**src/rtl/dma_gate_pkg.sv**
```systemverilog
// Package: shared types for the DMA channel request gating unit.
// Assumes: nothing beyond IEEE 1800-2017 synthesizable subset.
package dma_gate_pkg;

    // Channel sequencing state: waiting, burst in flight, acknowledge cycle.
    typedef enum logic [1:0] {
        ST_IDLE = 2'd0,
        ST_BUSY = 2'd1,
        ST_ACK  = 2'd2
    } gate_state_e;

    // Which side of the channel the in-flight burst serves.
    typedef enum logic {
        SIDE_SRC = 1'b0,
        SIDE_DST = 1'b1
    } gate_side_e;

    // Forms the bus protection attributes; bit 0 marks a data access.
    function automatic logic [3:0] build_hprot(input logic [2:0] prot);
        return {prot, 1'b1};
    endfunction

endpackage

```
**src/rtl/dma_hs_route.sv**
```systemverilog
// Module: dma_hs_route
// Selects the request line of each channel side, either the hardware line
// named by the side's interface index or a software request bit. It also
// steers the acknowledge to the interface of the side that was serviced.
// Assumes: indices at or above NUM_HS select no line (request reads 0).
module dma_hs_route
    import dma_gate_pkg::*;
#(
    parameter int NUM_HS = 4,
    parameter int IDX_W  = (NUM_HS > 1) ? $clog2(NUM_HS) : 1
) (
    input  logic              clk,
    input  logic              rst_n,
    input  logic [NUM_HS-1:0] hs_req,
    input  logic              sw_src_req,
    input  logic              sw_dst_req,
    input  logic              src_sw,
    input  logic              dst_sw,
    input  logic [IDX_W-1:0]  src_idx,
    input  logic [IDX_W-1:0]  dst_idx,
    input  logic              ack_en,
    input  gate_side_e        ack_side,
    output logic              src_req,
    output logic              dst_req,
    output logic [NUM_HS-1:0] hs_ack
);

    logic src_hw;
    logic dst_hw;

    // Pick the hardware request line addressed by each side's index.
    always_comb begin
        src_hw = 1'b0;
        dst_hw = 1'b0;
        for (int i = 0; i < NUM_HS; i++) begin
            if (src_idx == IDX_W'(i)) src_hw = hs_req[i];
            if (dst_idx == IDX_W'(i)) dst_hw = hs_req[i];
        end
    end

    // Choose software or hardware request per side.
    always_comb begin
        src_req = src_sw ? sw_src_req : src_hw;
        dst_req = dst_sw ? sw_dst_req : dst_hw;
    end

    // One acknowledge decoder per interface.
    for (genvar g = 0; g < NUM_HS; g++) begin : g_ack
        logic hit_src;
        logic hit_dst;
        assign hit_src = !src_sw && (src_idx == IDX_W'(g));
        assign hit_dst = !dst_sw && (dst_idx == IDX_W'(g));
        assign hs_ack[g] = ack_en &&
                           ((ack_side == SIDE_DST) ? hit_dst : hit_src);
    end

    AST_ACK_ONEHOT: assert property (@(posedge clk) disable iff (!rst_n)
        $onehot0(hs_ack));

    AST_ACK_NEEDS_EN: assert property (@(posedge clk) disable iff (!rst_n)
        !ack_en |-> (hs_ack == '0));

endmodule

```
**src/rtl/dma_fifo_thresh.sv**
```systemverilog
// Module: dma_fifo_thresh
// Decides whether one side of the channel may start a burst, given the FIFO
// fill level, the threshold mode and the transfers left in the block.
// A destination side needs data in the FIFO; a source side needs space.
// Assumes: fifo_level never exceeds DEPTH.
module dma_fifo_thresh #(
    parameter int DEPTH  = 16,
    parameter int CNT_W  = 8,
    parameter bit IS_DST = 1'b0,
    parameter int LVL_W  = $clog2(DEPTH + 1)
) (
    input  logic             clk,
    input  logic             rst_n,
    input  logic [LVL_W-1:0] fifo_level,
    input  logic             half_mode,
    input  logic [CNT_W-1:0] left,
    input  logic [CNT_W-1:0] burst_len,
    output logic             ok
);

    localparam int HALF = DEPTH / 2;

    logic has_work;
    logic final_burst;
    logic base_ok;
    logic half_ok;

    // Classify the burst: any work left, and whether it ends the block.
    always_comb begin
        has_work    = (left != '0);
        final_burst = (left <= burst_len);
    end

    // Single-transfer and half-depth conditions for this side.
    if (IS_DST) begin : g_dst
        always_comb begin
            base_ok = (fifo_level >= LVL_W'(1));
            half_ok = (fifo_level >= LVL_W'(HALF));
        end
    end else begin : g_src
        always_comb begin
            base_ok = (fifo_level < LVL_W'(DEPTH));
            half_ok = (fifo_level < LVL_W'(HALF));
        end
    end

    // Pick the rule that applies; a final burst waives the half-depth rule.
    always_comb begin
        ok = has_work && ((half_mode && !final_burst) ? half_ok : base_ok);
    end

    AST_EMPTY_BLOCK_IDLE: assert property (@(posedge clk) disable iff (!rst_n)
        (left == '0) |-> !ok);

    AST_FULL_SRC_BLOCKED: assert property (@(posedge clk) disable iff (!rst_n)
        (!IS_DST && fifo_level == LVL_W'(DEPTH)) |-> !ok);

endmodule

```
**src/rtl/dma_flow_hold.sv**
```systemverilog
// Module: dma_flow_hold
// Tracks whether a destination request has been seen since the last source
// grant. When the hold is active, a source burst is allowed only after such
// a request, so the source never prefetches ahead of the destination.
// Assumes: src_take is high only in the cycle a source burst is accepted.
module dma_flow_hold (
    input  logic clk,
    input  logic rst_n,
    input  logic hold_en,
    input  logic dst_req,
    input  logic src_take,
    output logic src_allow
);

    logic seen_q;

    // Record a destination request; a source grant consumes it.
    always_ff @(posedge clk) begin
        if (!rst_n) begin
            seen_q <= 1'b0;
        end else begin
            seen_q <= dst_req | (seen_q & ~src_take);
        end
    end

    // Let the source through when the hold is off or a request was seen.
    always_comb begin
        src_allow = !hold_en || seen_q;
    end

    AST_TAKE_ONLY_ALLOWED: assert property (@(posedge clk) disable iff (!rst_n)
        (hold_en && src_take) |-> seen_q);

    AST_TAKE_CLEARS: assert property (@(posedge clk) disable iff (!rst_n)
        (src_take && !dst_req) |=> !seen_q);

endmodule

```
**src/rtl/dma_req_gate.sv**
```systemverilog
// Module: dma_req_gate (top)
// Channel request gating: routes handshake requests, applies the FIFO
// threshold and flow-control hold, grants one burst at a time with the
// destination side first, waits for the burst to finish, then returns one
// acknowledge cycle. Also forms the bus protection attributes.
// Assumes: xfer_done is raised by the bus master only for a granted burst.
module dma_req_gate
    import dma_gate_pkg::*;
#(
    parameter int NUM_HS     = 4,
    parameter int FIFO_DEPTH = 16,
    parameter int CNT_W      = 8,
    localparam int IDX_W     = (NUM_HS > 1) ? $clog2(NUM_HS) : 1,
    localparam int LVL_W     = $clog2(FIFO_DEPTH + 1)
) (
    input  logic              clk,
    input  logic              rst_n,
    input  logic              cfg_fc_hold,
    input  logic              cfg_dst_fc,
    input  logic              cfg_half_mode,
    input  logic [2:0]        cfg_prot,
    input  logic              cfg_src_sw,
    input  logic              cfg_dst_sw,
    input  logic [IDX_W-1:0]  cfg_src_idx,
    input  logic [IDX_W-1:0]  cfg_dst_idx,
    input  logic [NUM_HS-1:0] hs_req,
    input  logic              sw_src_req,
    input  logic              sw_dst_req,
    input  logic [LVL_W-1:0]  fifo_level,
    input  logic [CNT_W-1:0]  src_left,
    input  logic [CNT_W-1:0]  dst_left,
    input  logic [CNT_W-1:0]  burst_len,
    input  logic              xfer_done,
    output logic              src_gnt,
    output logic              dst_gnt,
    output logic              busy,
    output logic [NUM_HS-1:0] hs_ack,
    output logic [3:0]        hprot
);

    gate_state_e state_q;
    gate_side_e  side_q;
    logic        gnt_q;

    logic        src_req;
    logic        dst_req;
    logic [1:0]  side_ok;
    logic        src_allow;
    logic        dst_go;
    logic        src_go;
    logic        hold_en;

    // Request selection and acknowledge steering.
    dma_hs_route #(
        .NUM_HS (NUM_HS),
        .IDX_W  (IDX_W)
    ) u_route (
        .clk        (clk),
        .rst_n      (rst_n),
        .hs_req     (hs_req),
        .sw_src_req (sw_src_req),
        .sw_dst_req (sw_dst_req),
        .src_sw     (cfg_src_sw),
        .dst_sw     (cfg_dst_sw),
        .src_idx    (cfg_src_idx),
        .dst_idx    (cfg_dst_idx),
        .ack_en     (state_q == ST_ACK),
        .ack_side   (side_q),
        .src_req    (src_req),
        .dst_req    (dst_req),
        .hs_ack     (hs_ack)
    );

    // One threshold checker per side: index 0 source, index 1 destination.
    for (genvar s = 0; s < 2; s++) begin : g_side
        dma_fifo_thresh #(
            .DEPTH  (FIFO_DEPTH),
            .CNT_W  (CNT_W),
            .IS_DST (s == 1),
            .LVL_W  (LVL_W)
        ) u_thresh (
            .clk        (clk),
            .rst_n      (rst_n),
            .fifo_level (fifo_level),
            .half_mode  (cfg_half_mode),
            .left       ((s == 1) ? dst_left : src_left),
            .burst_len  (burst_len),
            .ok         (side_ok[s])
        );
    end

    // Hold is active only when the destination controls the flow.
    assign hold_en = cfg_fc_hold && cfg_dst_fc;

    dma_flow_hold u_hold (
        .clk       (clk),
        .rst_n     (rst_n),
        .hold_en   (hold_en),
        .dst_req   (dst_req),
        .src_take  (src_go),
        .src_allow (src_allow)
    );

    // Acceptance in the idle state; destination wins a tie.
    always_comb begin
        dst_go = (state_q == ST_IDLE) && dst_req && side_ok[1];
        src_go = (state_q == ST_IDLE) && !dst_go && src_req &&
                 side_ok[0] && src_allow;
    end

    // Burst sequencer: idle, in flight, acknowledge.
    always_ff @(posedge clk) begin
        if (!rst_n) begin
            state_q <= ST_IDLE;
            side_q  <= SIDE_SRC;
            gnt_q   <= 1'b0;
        end else begin
            gnt_q <= 1'b0;
            case (state_q)
                ST_IDLE: begin
                    if (dst_go) begin
                        state_q <= ST_BUSY;
                        side_q  <= SIDE_DST;
                        gnt_q   <= 1'b1;
                    end else if (src_go) begin
                        state_q <= ST_BUSY;
                        side_q  <= SIDE_SRC;
                        gnt_q   <= 1'b1;
                    end
                end
                ST_BUSY: begin
                    if (xfer_done) state_q <= ST_ACK;
                end
                ST_ACK: begin
                    state_q <= ST_IDLE;
                end
                default: begin
                    state_q <= ST_IDLE;
                end
            endcase
        end
    end

    // Grant pulses, busy flag and protection attributes.
    always_comb begin
        src_gnt = gnt_q && (side_q == SIDE_SRC);
        dst_gnt = gnt_q && (side_q == SIDE_DST);
        busy    = (state_q != ST_IDLE);
        hprot   = build_hprot(cfg_prot);
    end

    AST_GNT_ONE_CYCLE: assert property (@(posedge clk) disable iff (!rst_n)
        (src_gnt || dst_gnt) |=> !(src_gnt || dst_gnt));

    AST_NO_GNT_WHEN_BUSY: assert property (@(posedge clk) disable iff (!rst_n)
        busy |=> !(src_gnt || dst_gnt));

    AST_GNT_SETS_BUSY: assert property (@(posedge clk) disable iff (!rst_n)
        (src_gnt || dst_gnt) |-> busy);

    AST_ACK_ONLY_IN_ACK: assert property (@(posedge clk) disable iff (!rst_n)
        (state_q != ST_ACK) |-> (hs_ack == '0));

    AST_DST_FIRST: assert property (@(posedge clk) disable iff (!rst_n)
        (dst_go && src_req && side_ok[0]) |=> (dst_gnt && !src_gnt));

    AST_HPROT_DATA: assert property (@(posedge clk) disable iff (!rst_n)
        hprot[0]);

endmodule

```
**config.mk**
```make
export PLATFORM = sky130hd
export DESIGN_NAME = dma_req_gate
export DESIGN_NICKNAME = d
export VERILOG_FILES = /design/src/rtl/dma_gate_pkg.sv /design/src/rtl/dma_hs_route.sv /design/src/rtl/dma_fifo_thresh.sv /design/src/rtl/dma_flow_hold.sv /design/src/rtl/dma_req_gate.sv
export SDC_FILE = /design/constraint.sdc
export NUM_CORES = 1
export LEC_CHECK = 0
export ABC_AREA = 1
export BUFFER_PORTS_ARGS = -buffer_cell sky130_fd_sc_hd__buf_2
export CORE_MARGIN = 2
export CORE_UTILIZATION = 35
export CTS_CLUSTER_DIAMETER = 100
export DETAILED_ROUTE_END_ITERATION = 8
export HOLD_SLACK_MARGIN = 0.03
export PLACE_DENSITY = 0.67
export SLEW_MARGIN = 20
export SYNTH_ARGS = -nofsm -noshare
export SYNTH_HDL_FRONTEND = slang
export SYNTH_HIERARCHICAL = 1
export SYNTH_SLANG_ARGS = --single-unit
```
**constraint.sdc**
```tcl
create_clock -name clk -period 1.9 [get_ports clk]
set_input_delay 0.095 -clock clk [delete_from_list [all_inputs] [get_ports clk]]
set_output_delay 0.095 -clock clk [all_outputs]
set_load 0.005 [all_outputs]
```
; ---- Yosys cells after proc, flatten, opt, wreduce, memory -nomap -nowiden
; Index checks and enable logic that the tools add are counted.
[op_classes]
add_sub_neg = 0
multipliers = 0
n_div = 0
n_lt_le_gt_ge = 6
n_eq_ne = 10
n_shift = 0
mux = 24
bitwise_logic = 4
n_reduce_logical = 42
[op_table]
columns = operator, n
row1 = $logic_and A1 B1 Y1, 25
row2 = $mux W1, 20
row3 = $le A8 B8 Y1, 2
row4 = $reduce_bool A8 Y1, 2
row5 = $eq A2 B2 Y1 const B, 5
row6 = $eq A2 B1 Y1 const B, 3
row7 = $logic_not A1 Y1, 6
row8 = $logic_not A2 Y1, 3
row9 = $mux W2, 3
row10 = $reduce_and A2 Y1, 3
row11 = $ge A5 B1 Y1 const B, 1
row12 = $ge A5 B4 Y1 const B, 1
row13 = $lt A5 B4 Y1 const B, 1
row14 = $lt A5 B5 Y1 const B, 1
row15 = $pmux W2 S2, 1
row16 = $reduce_bool A2 Y1, 2
row17 = $ne A3 B2 Y1 const B, 1
row18 = $ne A2 B2 Y1 const B, 1
row19 = $not A1 Y1, 2
row20 = $and A1 B1 Y1, 1
row21 = $logic_or A1 B1 Y1, 1
row22 = $or A1 B1 Y1, 1
[word_totals]
reg_bits = 5
latch_bits = 0
ram_bits = 0
rom_bits = 0
input_bits = 50
output_inout_bits = 11
elab_cells = 90
memories = 0

; ---- Logic depth before layout (Yosys ltp)
; Gate-level depths: netlist (run 1).
[logic_depth]
depth_word = 16
depth_mapped = 19

; ---- Hierarchy
; The synthesis (run 1) kept the hierarchy.
[by_module_without_submodules]
columns = mod, n_inst, cells_per_inst, area_each_um2
row1 = dma_fifo_thresh (g_side[1].u_thresh), 1, 50, 285.3
row2 = dma_fifo_thresh (g_side[0].u_thresh), 1, 46, 266.5
row3 = dma_req_gate, 1, 40, 237.7
row4 = dma_hs_route, 1, 43, 197.7
row5 = dma_flow_hold, 1, 8, 51.3

; ---- Worst setup path after synthesis (run 1)
; No wires, ideal clock.
[synth_path]
path_kind = in2reg
start = input port burst_len[5]
end = register u_hold.seen_q
setup_ns = 0.114
t_arrival_ns = 1.243
required_ns = 1.786
slack_ns = 0.543
path_stages = 16
n_path_buf = 0
path_cell_list = inv_1 ha_1 a21oi_1 nor2_1 nor2_2 nand2_1 nand2_1 nand2_1 nand2_1 nor2_2 nand2_1 inv_1 nor2_2 inv_1 nand2_1 a21oi_2
[synth_between]
elab_chain_cells = 14
word_cells_on_any_way = 19
classes_between = order compare (2) / mux (2) / bitwise (3) / reduce/logical (12)
[synth_lines]
columns = item, line
row1 = "start, declared", dma_req_gate.sv:32  ; input logic [CNT_W-1:0] burst_len,
row2 = $le A8 B8 Y1, dma_fifo_thresh.sv:31  ; final_burst = (left <= burst_len);
row3 = $logic_not A1 Y1, dma_fifo_thresh.sv:49  ; ok = has_work && ((half_mode && !final_burst) ? half_ok : base_ok);
row4 = $logic_and A1 B1 Y1, dma_fifo_thresh.sv:49
row5 = $mux W1, dma_fifo_thresh.sv:49
row6 = $logic_and A1 B1 Y1, dma_fifo_thresh.sv:49
row7 = via side_ok[1], dma_req_gate.sv:47  ; logic [1:0] side_ok;
row8 = $logic_and A1 B1 Y1, dma_req_gate.sv:106  ; dst_go = (state_q == ST_IDLE) && dst_req && side_ok[1];
row9 = $logic_not A1 Y1, dma_req_gate.sv:107  ; src_go = (state_q == ST_IDLE) && !dst_go && src_req &&
row10 = $logic_and A1 B1 Y1 (3 in series), dma_req_gate.sv:107
row11 = $logic_and A1 B1 Y1, dma_req_gate.sv:108  ; side_ok[0] && src_allow;
row12 = via src_go, dma_req_gate.sv:50  ; logic src_go;
row13 = $not A1 Y1, dma_flow_hold.sv:22  ; seen_q <= dst_req | (seen_q & ~src_take);
row14 = $and A1 B1 Y1, dma_flow_hold.sv:22
row15 = $or A1 B1 Y1, dma_flow_hold.sv:22
row16 = "end signal, assigned", dma_flow_hold.sv:22
row17 = "end, declared", dma_flow_hold.sv:15  ; logic seen_q;
; The timed path passes the listed nets, and every way through them passes these cells.
; A chain may end at the register's enable or synchronous reset.

; ---- Worst setup path after layout (run 1)
; Same ends and word-level chain as after synthesis.

==> impl_metrics.csv, run 1 <==
group,metric,value,unit
synth,synth_fa_ha_area_share,19.28,%
grt,antenna_found_initial,0,
pwr,p_clk_share,24.6,%
die,core_area,2781,um^2
synth,synth_compound_area_share,10.84,%
final_layout,final_area,1340,um^2
critical_path,path_cells,"buf_2, inv_1, ha_1, a21oi_1, nor2_1, nor2_2, nand2_1, nand2_1, nand2_1, nand2_1, nor2_2, nand2_1, inv_1, nor2_2, inv_1, nand2_1, a21oi_2",
timing,hold_viol,0,
timing,final-setup-viol-count,0,
critical_path,cp_common_cell,"nand2_1",
timing,fmax,0.7555,GHz
pwr,power_switching,187.7,uW
grt,grt_pass1_wl,4.057,mm
cts,clockBufferDepth,2,
critical_path,cp.arrival,1.46,ns
synth,yosys.area_share.simple,40.36,%
critical_path,r2r_start,"u_hold/seen_q",
die,start_util,37.34,%
pwr,peakVddDrop,0.0002710,V
pwr,powerDensity,364.3,nW/um^2
cts,clk_latency,0.24,ns
critical_path,critPathKind,"in2reg",
pwr,intPower,300.5,uW
route,vias,1180,
die,rows,19,
critical_path,crit_path_top_delay_cell,"ha_1",
cts,cts_root_buf,"clkbuf_4",
timing,period_needed,1.324,ns
cts,cts_tree,"yes",
route,first_iter_violations,68,
critical_path,cp_max_fo,2,
synth,synth_top_family_by_area,"simple AND/OR/NAND/NOR gates",
final_layout,diodes,0,
synth,synth_top_area_share,19.88,%
route,final_antenna_net_count,0,
cts,path_clk_slew,0.05,ns
critical_path,cp_slowest_stage_delay,0.30,ns
die,io_pins,61,
hold_path,hold_path.class,"in2reg",
hold_path,hp-start,"xfer_done",
critical_path,worst_setup_path_end_kind,"register",
synth,syn_area,1038,um^2
synth,yosysUniqueCellTypes,19,
route,first_pass_iters,4,
route,wl_per_cell,8.399,um
synth,yosys-top-cells-area,"nand2_1 20%, ha_1 19%, inv_1 16%, dfxtp_1 9.6%, nor2_1 7.2%",
grt,grt_max_degree,7,
critical_path,critPathTopFamily,"simple AND/OR/NAND/NOR gates",
cts,htreeDepth,1,
critical_path,reg2reg_setup_slack,0.91,ns
synth,ys.warnings.count,6,
grt,grt_overflow,0,
placement,gp_congestion,0.7907,
cts,cts_setup_buffers,0,
route,viasPerCell,4.354,
pwr,switching_share,38.44,%
die,die_area,3419,um^2
die,dieWidth,58.47,um
timing,drv_slew,0,
route,drcViolationCount,0,
timing,fin_skew,0.007234,ns
placement,io_buffers,53,
synth,netlist_instances,187,
placement,dp_hpwl,2.134,mm
final_layout,final_layout_size_suffix_gt1_share,29.58,%
placement,place_area,1313,um^2
final_layout,fillers,301,
cts,cts-buffers-inserted,3,
die,dieHeight,58.47,um
cts,clock-sinks,5,
grt,grt_usage,14.35,%
critical_path,critPathBufInv,4,
timing,rsz0062_at_grt,"no",
synth,synthMuxAreaShare,0,%
timing,fin_crit_sh,69.67,%
route,routed_wl,2.276,mm
final_layout,num-nets-final,307,
grt,grt_pass1_vias,1107,
critical_path,r2r_end,"u_hold/seen_q",
run_status,status,"complete, no violations",
hold_path,worst_hold_path.endpoint,"state_q[1]",
timing,tns,0,ns
critical_path,worstPathRequired,2.04,ns
pwr,comb_power_share,49.6,%
critical_path,critPathLaunchType,"primary input",
synth,synth_area_leader_cell,"nand2_1",
synth,synth_nets,253,
cts,cts.repair.resized,0,
synth,ys_seq_elements,5,
job,cap_violations,0,
synth,ys_seq_area_share,9.639,%
hold_path,holdPathStages,3,
pwr,p_seq_share,25.8,%
synth,synth_xor_area_share,0,%
cts,hold_buffers,0,
pwr,leakagePower,0.0008864,uW
synth,synth.avg_cell_area,5.553,um^2
final_layout,syn2layout_area_growth,29.04,%
critical_path,r2r_cells,9,
## final cells by class
cell class,instances,area [um^2],share of cell area (%)
Inverter,46,172.7,12.89
Clock buffer,3,22.52,1.681
Tap cell,31,38.79,2.894
Multi-Input combinational cell,132,735.7,54.90
Sequential cell,5,100.1,7.470
Clock inverter,1,5.005,0.3735
Timing Repair Buffer,53,265.3,19.79
## worst reg2reg max path, stage by stage (launching register included)
cell and delay, ns:
dfxtp_1 0.33, inv_1 0.04, nand2_1 0.05, inv_1 0.04, nor2_1 0.09, nand2_1 0.08
nor2_2 0.11, inv_1 0.05, nand2_1 0.07, a21oi_2 0.05
## cell families after synthesis
kind of cell             Yosys count
flip-flops                         5
buffers and inverters             50
adder cells (fa/ha/maj)           16
AND/OR/NAND/NOR                   97
other                              1
AO/OA/AOI/OAI                     18
## per-layer routing
layer	GRT usage (%)	up-vias	part of all wire, %
met1	19.39	481	49
met2	24.56	30	45
li1	-	669	-
met5	0	-	0
met3	1.758	0	6.6
met4	2.658	0	0
## power by group through the flow
| stage | Sequential (uW) | Combinational [uW] | Clock (uW) |
|---|---|---|---|
| 4_1_cts | 126 | 246 | 123 |
| 2_1_floorplan | 127 | 156 | 0 |
| 6_report | 126 | 242 | 120 |
| 3_5_place_dp | 128 | 245 | 0 |
| 3_3_place_gp | 128 | 243 | 0 |
| 5_1_grt | 128 | 286 | 132 |
## how the worst max path moves through the flow
stage / from / slack [ns] / endpoint / depth (start not counted)
2_1_floorplan: burst_len[5] / 0.54 / u_hold/seen_q / 16
3_3_place_gp: burst_len[5] / 0.33 / u_hold/seen_q / 15
3_5_place_dp: burst_len[5] / 0.32 / u_hold/seen_q / 17
4_1_cts: burst_len[5] / 0.57 / u_hold/seen_q / 17
5_1_grt: burst_len[7] / 0.38 / state_q[0] / 16
6_report: burst_len[5] / 0.58 / u_hold/seen_q / 17
## flip-flops by register name, summed over array words and instances (netlist names)
name / count
state_q: 2
side_q: 1
gnt_q: 1
u_hold/seen_q: 1
## metrics by stage
stage / std cells / hold WS (ns) / power, uW / utilization [%] / setup WS [ns]
finish: 271 / 0.09542 / 488.2 / 48.18 / 0.5763
global route: 271 / 0.1063 / 546.0 / 48.18 / 0.3823
CTS: 271 / 0.09001 / 495.3 / 48.18 / 0.5675
detailed placement: 267 / 0.1900 / 372.9 / 47.19 / 0.3150
global placement: 267 / 0.1900 / 371.7 / 47.19 / 0.3306
floorplan: 187 / 0.2114 / 282.4 / - / 0.5433
## cells in the final DEF (no fill, tap or decap), drive strengths merged
cell	n
conb	1
o21ai	2
a21boi	1
nor2	28
dfxtp	5
ha	16
nor4	1
nor3	1
nand4	5
nand3	7
clkinv	1
clkbuf	3
a21oi	13
a21o	2
buf	53
nand2	55
inv	46
## Yosys cell counts
cell	number
inv_2	1
ha_1	16
nor2_2	7
a21oi_2	4
nor3_2	1
o21ai_0	2
a21oi_1	9
inv_1	45
conb_1	1
nor2_4	1
nor4_1	1
nand2_1	55
nand4_1	5
buf_4	4
nand3_1	7
a21o_1	2
nor2_1	20
dfxtp_1	5
a21boi_1	1
Note: power is estimated with default switching activity, not from simulation.
==> run 2: changes to the inputs <==
==> constraint.sdc (replaced) <==
create_clock -name clk -period 1.4 [get_ports clk]
set_input_delay 0.07 -clock clk [delete_from_list [all_inputs] [get_ports clk]]
set_output_delay 0.07 -clock clk [all_outputs]
set_load 0.005 [all_outputs]
==> run 2 against run 1 <==
Cell area rose by 15%; critical path type unchanged; highest routed layer is now met4; largest cell class unchanged; via count rose by 3.6%; critical path depth did not move; clock power rose by 40%; sequential power rose by 37%.
==> impl_metrics.csv, run 2 (same netlist as run 1, synthesis figures left out) <==
group,metric,value,unit
run_status,status,"complete, no violations",
critical_path,cp.arrival,1.43,ns
cts,clock-sinks,5,
pwr,comb_power_share,54.9,%
pwr,peakVddDrop,0.0004088,V
pwr,powerDensity,488.8,nW/um^2
die,dieHeight,58.47,um
timing,fin_crit_sh,92.04,%
pwr,power_switching,298.3,uW
critical_path,critPathLaunchType,"primary input",
timing,tns,0,ns
route,final_antenna_net_count,0,
timing,fin_skew,0.005760,ns
placement,dp_slack,-0.1520,ns
cts,hold_buffers,0,
cts,cts_tree,"yes",
timing,drv_slew,0,
grt,grt_pass1_vias,1104,
critical_path,cp_slowest_stage_delay,0.21,ns
final_layout,final_area,1546,um^2
die,rows,19,
cts,cts_setup_buffers,0,
grt,grt_overflow,0,
timing,period_needed,1.289,ns
final_layout,num-nets-final,314,
job,cap_violations,0,
timing,fin_ws,0.1114,ns
pwr,p_seq_share,22.8,%
cts,clk_latency,0.24,ns
route,vias,1223,
grt,grt_usage,14.59,%
final_layout,final_layout_size_suffix_gt1_share,42.11,%
grt,grt_pass1_wl,4.105,mm
die,die_area,3419,um^2
timing,fmax,0.7760,GHz
final_layout,largest_reg_flops,2,
timing,final-setup-viol-count,0,
critical_path,critPathTopFamily,"simple AND/OR/NAND/NOR gates",
cts,clockBufferDepth,2,
pwr,intPower,457.5,uW
final_layout,syn2layout_area_growth,48.92,%
die,start_util,37.34,%
die,io_pins,61,
cts,htreeDepth,1,
critical_path,crit_path_top_delay_cell,"ha_4",
critical_path,cp_max_fo,2,
route,routed_wl,2.681,mm
placement,gp_congestion,0.7930,
route,wl_per_cell,9.644,um
cts,cts.repair.resized,0,
placement,dp_hpwl,2.166,mm
route,first_iter_violations,41,
pwr,p_clk_share,22.3,%
cts,path_clk_slew,0.05,ns
final_layout,fillers,290,
route,first_pass_iters,4,
die,dieWidth,58.47,um
grt,busiest_layer,"met2",
grt,grt_max_degree,7,
critical_path,critPathKind,"in2reg",
critical_path,worstPathRequired,1.54,ns
cts,cts_root_buf,"clkbuf_4",
grt,use_met2,24.08,%
final_layout,largest-register,"state_q",
pwr,leakagePower,0.0009187,uW
die,core_area,2781,um^2
final_layout,diodes,0,
placement,io_buffers,53,
cts,cts-buffers-inserted,3,
pwr,switching_share,39.47,%
grt,antenna_found_initial,0,
route,viasPerCell,4.399,
grt,grt_use_met1,20.35,%
critical_path,worst_setup_path_end_kind,"register",
critical_path,critPathBufInv,4,
placement,place_area,1365,um^2
timing,whs,0.05920,ns
final_layout,layout_commonest_cell,"buf_2",
final_layout,layout_common_cells,"52 x buf_2, 48 x nand2_1, 40 x inv_1",
critical_path,path_cells,"buf_6, inv_1, ha_4, nand2_2, inv_1, nand2_1, nand2_1, nand2_1, nand2_1, a21oi_2, nand2_1, nor2_1, nand2_1, nor2_2, inv_1, nand2_2, a21oi_2",
hold_path,hold_path.class,"in2reg",
timing,hold_viol,0,
route,drcViolationCount,0,
grt,use_met3,2.418,%
critical_path,cp_common_cell,"nand2_1",
[run 2: power by group through the flow]
stage	combinational [uW]	sequential, uW	clock, uW
floorplan	211	172	0
global placement	344	174	0
detailed placement	346	174	0
CTS	347	171	173
global route	481	174	188
finish	415	172	168
[run 2: area by class of cell]
| cell class | count | area [um^2] | share of cell area (%) |
|---|---|---|---|
| clock inverter | 1 | 5.005 | 0.3236 |
| inverter | 46 | 172.7 | 11.17 |
| sequential | 5 | 100.1 | 6.473 |
| multi-input combinational | 132 | 883.3 | 57.12 |
| clock buffer | 3 | 22.52 | 1.456 |
| tap | 31 | 38.79 | 2.508 |
| timing repair buffer | 60 | 324.1 | 20.95 |
[run 2: per-stage QoR]
stage / power [uW] / instances / utilization (%)
final: 755.8 / 278 / 55.60
after global routing: 843.6 / 278 / 55.60
after CTS: 691.6 / 278 / 50.07
after detailed placement: 520.1 / 274 / 49.08
after global placement: 518.9 / 274 / 49.08
after floorplan: 383.2 / 187 / -
[run 2: path summary, 6_finish.rpt]
kind	start	endpoint	slack (ns)	cells after the start
min	xfer_done	state_q[1]	0.06	3
min reg2reg	u_hold/seen_q	u_hold/seen_q	0.48	2
max	burst_len[2]	u_hold/seen_q	0.11	17
max reg2reg	u_hold/seen_q	u_hold/seen_q	0.35	9
[run 2: routing by layer]
layer  part of all wire [%]  up-vias
li1                       -      686
met1                     46      500
met2                     48       34
met3                    5.7        3
met4                   0.30        0
met5                      0        -
[run 2: tightest hold or removal path, stage by stage]
cell	delay (ns)
buf_2	0.10
nand2_1	0.05
nor2_1	0.03
==> run 3: changes to the inputs <==
--- a/config.mk
+++ b/config.mk
@@ -5,7 +5,6 @@
 export SDC_FILE = /design/constraint.sdc
 export NUM_CORES = 1
 export LEC_CHECK = 0
-export ABC_AREA = 1
 export BUFFER_PORTS_ARGS = -buffer_cell sky130_fd_sc_hd__buf_2
 export CORE_MARGIN = 2
 export CORE_UTILIZATION = 35
==> run 3 against run 2 <==
The run now ends with setup timing left; maximum frequency decreased by 12%; first-iteration DRC count fell by 44%; global-route usage grew 4.4 points; clock power about the same; largest cell class unchanged; largest power group unchanged.
==> impl_metrics.csv, run 3 <==
group,metric,value,unit
run_status,status,"complete, but fails checks",
run_status,violations,"setup timing",
pwr,comb_power_share,58.9,%
grt,grt_usage,19.03,%
die,rows,19,
grt,grt_pass1_vias,1241,
placement,dp.cells,216,
final_layout,final_core_util,64.47,%
die,io_pins,61,
pwr,power_switching,312.1,uW
synth,netlist_instances,124,
grt,antenna_found_initial,0,
pwr,p_clk_share,19.6,%
pwr,powerDensity,483.9,nW/um^2
synth,synth_area_leader_cell,"ha_1",
grt,grt_pass1_wl,5.106,mm
job,cap_violations,0,
grt,grt_max_degree,12,
route,wl_per_cell,13.78,um
critical_path,critPathTopFamily,"simple AND/OR/NAND/NOR gates",
critical_path,cp_max_fo,2,
critical_path,critPathKind,"in2reg",
synth,syn_area,1011,um^2
synth,ys.warnings.count,6,
die,core_area,2758,um^2
cts,clock-sinks,5,
synth,synth.avg_cell_area,8.153,um^2
synth,async_reset_ff_share,0,%
timing,period_needed,1.457,ns
timing,rsz0062_at_grt,"yes",
die,start_util,36.66,%
cts,cts-buffers-inserted,3,
critical_path,path_cells,"buf_8, inv_8, ha_4, nand4_1, o211ai_2, o21ai_1, nor2_1, nand3_2, nor3b_4, nor2b_4, o21a_1",
route,first_pass_iters,4,
critical_path,crit_path_top_delay_cell,"nor3b_4",
synth,ys_seq_area_share,9.901,%
timing,fin_skew,0.005358,ns
timing,hold_viol,0,
grt,grt_overflow,0,
critical_path,critPathLaunchType,"primary input",
synth,synth_nets,190,
synth,synth.most_common_cell,"inv_1",
critical_path,r2r_cells,5,
placement,gp_congestion,0.8690,
route,first_iter_violations,23,
final_layout,syn2layout_area_growth,75.87,%
synth,yosysUniqueCellTypes,42,
synth,synth_top_area_share,19.80,%
final_layout,regArea,101.3,um^2
synth,synth_edf_count,0,
timing,drv_slew,0,
cts,hold_buffers,0,
cts,cts_root_buf,"clkbuf_4",
cts,path_clk_slew,0.05,ns
final_layout,fin_cells,223,
final_layout,largest_reg_flops,2,
route,drcViolationCount,0,
pwr,power,860.3,uW
hold_path,holdPathStages,3,
final_layout,layout_commonest_cell,"buf_2",
synth,ys_seq_elements,5,
synth,synthTopCellsByCount,"19 x inv_1, 16 x ha_1, 11 x a21oi_1",
critical_path,worstSetupPathDepth,11,
route,vias,1154,
route,viasPerCell,5.175,
pwr,p_seq_share,21.4,%
placement,place_area,1496,um^2
final_layout,final_area,1778,um^2
critical_path,cp_slowest_stage_delay,0.26,ns
pwr,switching_share,36.28,%
final_layout,fillers,224,
timing,final-setup-viol-count,2,
pwr,leakagePower,0.0007899,uW
critical_path,worst_setup_path_end_kind,"register",
final_layout,multiInputGateArea,1030,um^2
die,dieWidth,57.75,um
route,final_antenna_net_count,0,
critical_path,cp.arrival,1.59,ns
final_layout,final_layout_size_suffix_gt1_share,61.46,%
cts,clockBufferDepth,2,
die,die_area,3334,um^2
timing,fin_ws,-0.05739,ns
synth,yosys-top-cells-area,"ha_1 20%, dfxtp_1 9.9%, inv_1 7.1%, a21oi_1 5.4%, nor2b_1 5.0%",
placement,io_buffers,53,
timing,fmax,0.6862,GHz
critical_path,critPathBufInv,2,
final_layout,diodes,0,
final_layout,largest-register,"state_q",
route,routed_wl,3.072,mm
timing,tns,-0.06851,ns
pwr,peakVddDrop,0.0003238,V
final_layout,layout_common_cells,"36 x buf_2, 15 x buf_4, 15 x buf_6",
placement,dp_hpwl,2.467,mm
die,dieHeight,57.75,um
critical_path,worstPathRequired,1.53,ns
timing,fin_crit_sh,104.1,%
cts,cts_tree,"yes",
cts,clk_latency,0.24,ns
cts,htreeDepth,1,
synth,synthFlopType,"dfxtp_1",
final_layout,num-nets-final,259,
hold_path,hold_path.class,"in2reg",
pwr,intPower,548.2,uW
## run 3: power groups by stage
stage / registers [uW] / logic, uW / clock network [uW]
floorplan: 174 / 233 / 0
global placement: 178 / 399 / 0
global route: 186 / 557 / 188
detailed placement: 180 / 412 / 0
CTS: 177 / 477 / 173
finish: 184 / 507 / 169
## run 3: final cells by class
cell class                      instances  share of cell area [%]
Inverter                               20                   5.067
Multi-Input combinational cell         95                   57.92
Clock buffer                            4                   1.478
Sequential cell                         5                   5.700
Tap cell                               31                   2.182
Timing Repair Buffer                   68                   27.66
## run 3: what timing repair did
item                                    CTS  global route
hold endpoints to repair                  0             0
endpoints found under the setup margin    3             4
resized for setup                        28            19
pin swaps                                18            15
buffers inserted                          3             0
## run 3: cells by family after synthesis
group	count (synthesis)	share of synthesized area (%)
multiplexers	2	1.980
AND/OR/NAND/NOR	43	33.29
flip-flops	5	9.901
other	1	0.3709
adder cells (fa/ha/maj)	16	19.80
AO/OA/AOI/OAI	33	24.26
buffers and inverters	24	10.40
## run 3: metrics by stage
step                      hold slack (ns)  setup slack, ns
after floorplan                    0.1861          -0.1132
after global placement             0.1401          -0.2976
after detailed placement           0.1401          -0.3383
after CTS                          0.1063         -0.01612
after global routing               0.1150          -0.1168
final                              0.1183         -0.05739
## run 3: final timing paths
kind / startpoint / to / slack (ns)
max: burst_len[3] / u_hold/seen_q / -0.06
min: rst_n / state_q[1] / 0.12
max reg2reg: state_q[1] / u_hold/seen_q / 0.25
min reg2reg: side_q / side_q / 0.55
## run 3: worst min-delay path: stages
cell	delay (ns)
buf_2	0.13
nand2b_4	0.07
nor2b_1	0.04
## run 3: layer usage
layer,track usage [%],up-vias,wire [um]
met5,0,-,0
met4,5.980,0,0
met3,1.563,0,128
met2,36.85,27,1684
met1,21.71,539,1259
li1,-,588,-
